==> src/rtl/lightload_pkg.sv <==
package lightload_pkg;

  typedef enum logic [1:0] {
    CH_PWM       = 2'd0,
    CH_PFM_IDLE  = 2'd1,
    CH_PFM_BURST = 2'd2
  } chState_e;

  // strobes from control to the shared timeout counter
  typedef struct packed {
    logic clear;
    logic step;
  } tmrStrobe_t;

endpackage

==> src/rtl/lightload_sync.sv <==
module lightload_sync #(
  parameter int W = 1
) (
  input  logic         clk,
  input  logic         rstN,
  input  logic [W-1:0] asyncIn,
  output logic [W-1:0] syncOut
);
  logic [W-1:0] stage1;

  always_ff @(posedge clk or negedge rstN) begin
    if (!rstN) begin
      stage1  <= '0;
      syncOut <= '0;
    end else begin
      stage1  <= asyncIn;
      syncOut <= stage1;
    end
  end
endmodule

==> src/rtl/lightload_datapath.sv <==
module lightload_datapath
  import lightload_pkg::*;
#(
  parameter int NUM_CH           = 2,
  parameter int TIMEOUT_CYCLES   = 1040,
  parameter int MIN_BURST_CYCLES = 2
) (
  input  logic              clk,
  input  logic              rstN,
  input  tmrStrobe_t        tmr,
  input  logic [NUM_CH-1:0] burstLoad,
  output logic              psEn,
  output logic [NUM_CH-1:0] minDone
);
  localparam int TW = $clog2(TIMEOUT_CYCLES + 1);
  localparam int BW = $clog2(MIN_BURST_CYCLES + 1);

  logic [TW-1:0] lowCnt;

  // low-level timeout shared by all channels
  always_ff @(posedge clk or negedge rstN) begin
    if (!rstN) begin
      lowCnt <= '0;
      psEn   <= 1'b0;
    end else if (tmr.clear) begin
      lowCnt <= '0;
      psEn   <= 1'b0;
    end else if (tmr.step && !psEn) begin
      if (lowCnt == TW'(TIMEOUT_CYCLES - 1)) psEn <= 1'b1;
      else lowCnt <= lowCnt + TW'(1);
    end
  end

  p_ps_clear_r3: assert property (@(posedge clk) disable iff (!rstN)
    tmr.clear |=> !psEn);
  p_ps_hold_r4: assert property (@(posedge clk) disable iff (!rstN)
    (psEn && !tmr.clear) |=> psEn);

  // per-channel minimum burst counters
  for (genvar g = 0; g < NUM_CH; g++) begin : gBurst
    logic [BW-1:0] cnt;
    always_ff @(posedge clk or negedge rstN) begin
      if (!rstN)             cnt <= '0;
      else if (burstLoad[g]) cnt <= BW'(MIN_BURST_CYCLES - 1);
      else if (cnt != '0)    cnt <= cnt - BW'(1);
    end
    assign minDone[g] = (cnt == '0);
  end
endmodule

==> src/rtl/lightload_control.sv <==
module lightload_control
  import lightload_pkg::*;
#(
  parameter int NUM_CH = 2
) (
  input  logic              clk,
  input  logic              rstN,
  input  logic              forcePwm,
  input  logic              psEn,
  input  logic [NUM_CH-1:0] skipSync,
  input  logic [NUM_CH-1:0] skipLowSync,
  input  logic [NUM_CH-1:0] curBelow,
  input  logic [NUM_CH-1:0] curAbove,
  input  logic [NUM_CH-1:0] minDone,
  output tmrStrobe_t        tmr,
  output logic [NUM_CH-1:0] burstLoad,
  output logic [NUM_CH-1:0] pfmMode,
  output logic [NUM_CH-1:0] burstEn
);
  always_comb begin
    tmr.clear = forcePwm;
    tmr.step  = !forcePwm;
  end

  for (genvar g = 0; g < NUM_CH; g++) begin : gCh
    chState_e st, nxt;
    logic     load;
    logic     leave;

    assign leave = forcePwm || skipLowSync[g] || curAbove[g];

    always_comb begin
      nxt  = st;
      load = 1'b0;
      case (st)
        CH_PWM: begin
          if (psEn && !forcePwm && curBelow[g]) nxt = CH_PFM_IDLE;
        end
        CH_PFM_IDLE: begin
          if (leave) nxt = CH_PWM;
          else if (skipSync[g]) begin
            nxt  = CH_PFM_BURST;
            load = 1'b1;
          end
        end
        CH_PFM_BURST: begin
          if (leave) nxt = CH_PWM;
          else if (minDone[g] && !skipSync[g]) nxt = CH_PFM_IDLE;
        end
        default: nxt = CH_PWM;
      endcase
    end

    always_ff @(posedge clk or negedge rstN) begin
      if (!rstN) st <= CH_PWM;
      else       st <= nxt;
    end

    assign burstLoad[g] = load;
    assign pfmMode[g]   = (st != CH_PWM);
    assign burstEn[g]   = (st == CH_PFM_BURST);

    p_force_exit_r2: assert property (@(posedge clk) disable iff (!rstN)
      forcePwm |=> (st == CH_PWM));
    p_no_entry_r4: assert property (@(posedge clk) disable iff (!rstN)
      ((st == CH_PWM) && !psEn) |=> (st == CH_PWM));
    p_burst_start_r6: assert property (@(posedge clk) disable iff (!rstN)
      ((st == CH_PFM_IDLE) && skipSync[g] && !leave) |=> (st == CH_PFM_BURST));
    p_min_burst_r7: assert property (@(posedge clk) disable iff (!rstN)
      ((st == CH_PFM_BURST) && !minDone[g] && !leave) |=> (st == CH_PFM_BURST));
    p_exit_r9: assert property (@(posedge clk) disable iff (!rstN)
      ((st != CH_PWM) && (skipLowSync[g] || curAbove[g])) |=> (st == CH_PWM));
  end
endmodule

==> src/rtl/lightload_mode_ctrl.sv <==
module lightload_mode_ctrl
  import lightload_pkg::*;
#(
  parameter int NUM_CH           = 2,
  parameter int TIMEOUT_CYCLES   = 1040,
  parameter int MIN_BURST_CYCLES = 2
) (
  input  logic              clk,
  input  logic              rstN,
  input  logic              modePin,
  input  logic              frameBusy,
  input  logic [NUM_CH-1:0] skipBelow,
  input  logic [NUM_CH-1:0] skipLowBelow,
  input  logic [NUM_CH-1:0] curBelow,
  input  logic [NUM_CH-1:0] curAbove,
  output logic [NUM_CH-1:0] pfmMode,
  output logic [NUM_CH-1:0] burstEn
);
  logic              modeSync;
  logic [NUM_CH-1:0] skipSync;
  logic [NUM_CH-1:0] skipLowSync;
  logic              forcePwm;
  logic              psEn;
  logic [NUM_CH-1:0] minDone;
  logic [NUM_CH-1:0] burstLoad;
  tmrStrobe_t        tmr;

  lightload_sync #(.W(1)) i_modeSync (
    .clk(clk), .rstN(rstN), .asyncIn(modePin), .syncOut(modeSync));
  lightload_sync #(.W(NUM_CH)) i_skipSync (
    .clk(clk), .rstN(rstN), .asyncIn(skipBelow), .syncOut(skipSync));
  lightload_sync #(.W(NUM_CH)) i_skipLowSync (
    .clk(clk), .rstN(rstN), .asyncIn(skipLowBelow), .syncOut(skipLowSync));

  assign forcePwm = modeSync | frameBusy;

  lightload_control #(.NUM_CH(NUM_CH)) i_control (
    .clk(clk), .rstN(rstN), .forcePwm(forcePwm), .psEn(psEn),
    .skipSync(skipSync), .skipLowSync(skipLowSync),
    .curBelow(curBelow), .curAbove(curAbove), .minDone(minDone),
    .tmr(tmr), .burstLoad(burstLoad), .pfmMode(pfmMode), .burstEn(burstEn));

  lightload_datapath #(
    .NUM_CH(NUM_CH), .TIMEOUT_CYCLES(TIMEOUT_CYCLES),
    .MIN_BURST_CYCLES(MIN_BURST_CYCLES)
  ) i_datapath (
    .clk(clk), .rstN(rstN), .tmr(tmr), .burstLoad(burstLoad),
    .psEn(psEn), .minDone(minDone));

  p_burst_in_pfm_r10: assert property (@(posedge clk) disable iff (!rstN)
    ((~pfmMode) & burstEn) == '0);
endmodule

==> config.mk <==
export PLATFORM = sky130hd
export DESIGN_NAME = lightload_mode_ctrl
export DESIGN_NICKNAME = d
export VERILOG_FILES = /design/src/rtl/lightload_pkg.sv /design/src/rtl/lightload_sync.sv /design/src/rtl/lightload_datapath.sv /design/src/rtl/lightload_control.sv /design/src/rtl/lightload_mode_ctrl.sv
export SDC_FILE = /design/constraint.sdc
export NUM_CORES = 1
export LEC_CHECK = 0
export CAP_MARGIN = 20
export CORE_MARGIN = 2
export CORE_UTILIZATION = 40
export CTS_CLUSTER_DIAMETER = 80
export DETAILED_ROUTE_END_ITERATION = 8
export DONT_BUFFER_PORTS = 1
export GPL_TIMING_DRIVEN = 0
export PLACE_DENSITY = 0.51
export SYNTH_ARGS = -nofsm -noshare
export SYNTH_HDL_FRONTEND = slang
export SYNTH_HIERARCHICAL = 1
export SYNTH_SLANG_ARGS = --single-unit
==> constraint.sdc <==
create_clock -name clk -period 4.2 [get_ports clk]
set_clock_uncertainty 0.1 [all_clocks]
set_input_delay 0.84 -clock clk [delete_from_list [all_inputs] [get_ports clk]]
set_output_delay 0.84 -clock clk [all_outputs]
set_load 0.02 [all_outputs]
==> results.py <==
metrics = {
    "synthesis": {
        "synth_top_area_share_pct": 51.06,
        "yosysWarnings": 6,
        "synthesis.nets": 156,
        "synth-seq-cells": 30,
        "synth.avg_cell_area_um2": 10.43,
        "syn_area_mm2": 0.001470,
        "synthDistinctLibCells": 36,
        "postSynthCellCount": 141,
        "synth_area_leaders": "dfrtp_1 (51%), nor2b_1 (4.3%), nor2_1 (4.1%), mux2_2 (3.8%), a21oi_1 (3.4%)",
        "yosys.area.top_type": "dfrtp_1",
        "yosysSeqAreaShare_pct": 51.06,
    },
    "global_routing": {
        "antenna_found_initial": 0,
        "grt_max_degree": 31,
        "grt-ovfl-total": 0,
        "grt_usage_pct": 15.28,
        "grt_pass1_vias": 1069,
        "grt_pass1_wl_um": 4823,
    },
    "placed_design": {
        "placed_cell_area_mm2": 0.001530,
        "dp_hpwl_um": 2056,
        "portBuffers": 0,
        "gp_congestion": 0.7347,
    },
    "final_layout": {
        "layout_commonest_cell": "dfrtp_1",
        "design_area_mm2": 0.001625,
        "n_antenna_cell": 0,
        "fin_nets": 163,
        "post_route_cells_drive_above_1_share_pct": 16.78,
        "final_cell_mix": "dfrtp_1 (30), nor2_1 (16), inv_1 (11)",
        "area_growth_syn_to_layout_pct": 10.55,
    },
    "sta": {
        "min_period_ns": 2.253,
        "relSlewSlack_pct": 65.01,
        "rsz0062_at_grt": "false",
        "setup_violations": 0,
        "maxSlewViolCount": 0,
        "setup-tns-final_ns": 0,
        "hold_violations": 0,
        "period_share_pct": 53.63,
        "worst_pin_slew_ns": 0.5237,
        "fmax_mhz": 443.9,
    },
    "route": {
        "first_iter_violations": 29,
        "wirelength_um": 2853,
        "ant_nets": 0,
        "vias_per_cell": 5.360,
        "dr.pass1.iters": 4,
        "wl_per_cell_um": 14.48,
        "num_vias": 1056,
        "route.detailed.drc": 0,
    },
    "pwr": {
        "ir_drop_mv": 0.2852,
        "leakagePower_nw": 0.7023,
        "power-per-cell-area_mw_per_mm2": 419.2,
    },
    "cts": {
        "insertion_delay_ns": 0.28,
        "clkTransAtPathRegs_ns": 0.07,
        "cts_setup_buffers": 0,
        "clockBufferDepth": 2,
        "cts_tree": "done",
        "htreeDepth": 2,
        "clkSinkCount": 30,
        "root_buffer": "clkbuf_8",
        "ctsResizeCount": 0,
        "hold_buffers": 0,
        "cts_inserted_buffers": 5,
    },
    "floorplanning": {
        "die_w_um": 64.63,
        "die_area_mm2": 0.004176,
        "fp-row-count": 22,
        "start_util_pct": 40.77,
        "core_area_mm2": 0.003606,
        "fp.dieH_um": 64.63,
        "pin_count": 16,
    },
    "worst_setup_path": {
        "path_class": "input port to flip-flop",
        "worst_ep_required_time_ns": 4.26,
        "slowest_stage": "nor4_1",
        "critPathLaunchType": "input port",
        "cpPeakStageDelay_ns": 0.40,
        "reg2reg_depth": 5,
        "end_kind": "flip-flop",
        "r2r-start": "i_modeSync/syncOut",
        "reg2reg_to": "i_datapath/lowCnt[9]",
        "worst-path-max-fanout": 6,
        "ff2ff_setup_slack_ns": 2.16,
        "cp-endpoint": "i_datapath/lowCnt[9]",
        "arrival_ns": 2.32,
        "crit_path_start": "frameBusy",
        "cp_cell_sequence": "or2_1 -> inv_1 -> nand4b_1 -> nor4_1 -> mux2_2",
    },
    "hold_path": {
        "hold_class": "input port to async pin",
    },
    "status": {
        "status": "completed",
    },
    "flow_run": {
        "maxCapViolCount": 0,
    },
}
## metal layers
layer / vias up / track usage [%] / part of all wire [%]
met3: 5 / 5.208 / 3.8
met1: 525 / 18.18 / 45
met5: - / 0 / 0
met4: 0 / 6.649 / 1.6
li1: 507 / - / -
met2: 19 / 25.13 / 50
## registers in the layout (all words and copies together) (netlist names)
signal                 count
i_datapath/lowCnt         11
i_control/gCh.st           4
i_datapath/gBurst.cnt      4
i_skipLowSync/stage1       2
i_skipLowSync/syncOut      2
i_skipSync/stage1          2
i_skipSync/syncOut         2
i_datapath/psEn            1
i_modeSync/stage1          1
i_modeSync/syncOut         1
## logic make-up after synthesis
kind of cell             count (synthesis)  synth area share, %
multiplexers                             6                4.510
flip-flops                              30                51.06
buffers and inverters                   16                4.936
AO/OA/AOI/OAI                           23                10.47
XOR/XNOR                                 2                1.192
adder cells (fa/ha/maj)                  3                2.553
AND/OR/NAND/NOR                         61                25.28
## per-stage QoR
stage	total power [mW]	hold WS, ns	setup slack (ns)	instances	util, %
finish	0.6813	0.1485	1.947	197	45.07
global route	0.7270	0.1283	1.857	197	45.07
CTS	0.6937	0.1369	1.954	197	45.07
detailed placement	0.4473	0.2386	1.683	189	42.44
global placement	0.4350	0.2329	1.759	189	42.44
floorplan	0.4231	0.2312	1.917	141	-
## worst min-delay path by stage
| stage | from | endpoint | slack [ns] |
|---|---|---|---|
| CTS | rstN | i_control/gCh[1].st[0] | 0.14 |
| global placement | i_skipSync/stage1[1] | i_skipSync/syncOut[1] | 0.23 |
| detailed placement | i_skipLowSync/stage1[0] | i_skipLowSync/syncOut[0] | 0.24 |
| global route | rstN | i_control/gCh[1].st[0] | 0.13 |
| finish | rstN | i_skipSync/syncOut[1] | 0.15 |
| floorplan | i_modeSync/stage1 | i_modeSync/syncOut | 0.23 |
## synth_stat cells
cell type / number
o21ai_0: 2
a21oi_1: 10
ha_1: 3
or4b_1: 1
nor2b_1: 10
or4_1: 2
nand3_1: 5
or3_1: 1
nor3_2: 1
a41oi_1: 2
nand4_1: 1
a211oi_1: 2
dfrtp_1: 30
nor3_1: 1
nor4_1: 4
mux2i_1: 1
nor2_1: 16
nand2_1: 5
or2_1: 1
nor4b_4: 1
xor2_1: 2
nand4b_1: 2
and3_1: 1
and2b_4: 1
buf_4: 3
o31ai_1: 2
or3_4: 2
o31ai_2: 2
and4_2: 1
buf_2: 1
buf_1: 1
inv_1: 11
mux2_2: 5
o2bb2ai_1: 1
a31oi_1: 2
nand2b_1: 5
## layout make-up
type,instances,area [um^2]
Fill cell,360,1981
Sequential cell,30,750.7
Multi-Input combinational cell,95,646.9
Clock buffer,6,82.58
Tap cell,48,60.06
Inverter,11,41.29
Buffer,5,31.28
Clock inverter,2,12.51
## power breakdown
group | switching, mW | total, mW | leakage (nW) | internal [mW]
Sequential | 0.0143 | 0.331 | 0.387 | 0.317
Combinational | 0.0623 | 0.110 | 0.268 | 0.0473
Clock | 0.109 | 0.240 | 0.0472 | 0.131
Total | 0.186 | 0.681 | 0.702 | 0.496
## worst max-delay path, delay by kind of cell
family                 cells  cell delay, ns
buffers and inverters      1            0.17
multiplexers               1            0.38
AND/OR/NAND/NOR            3            0.92
No activity file was read; power rests on OpenSTA's default activity.
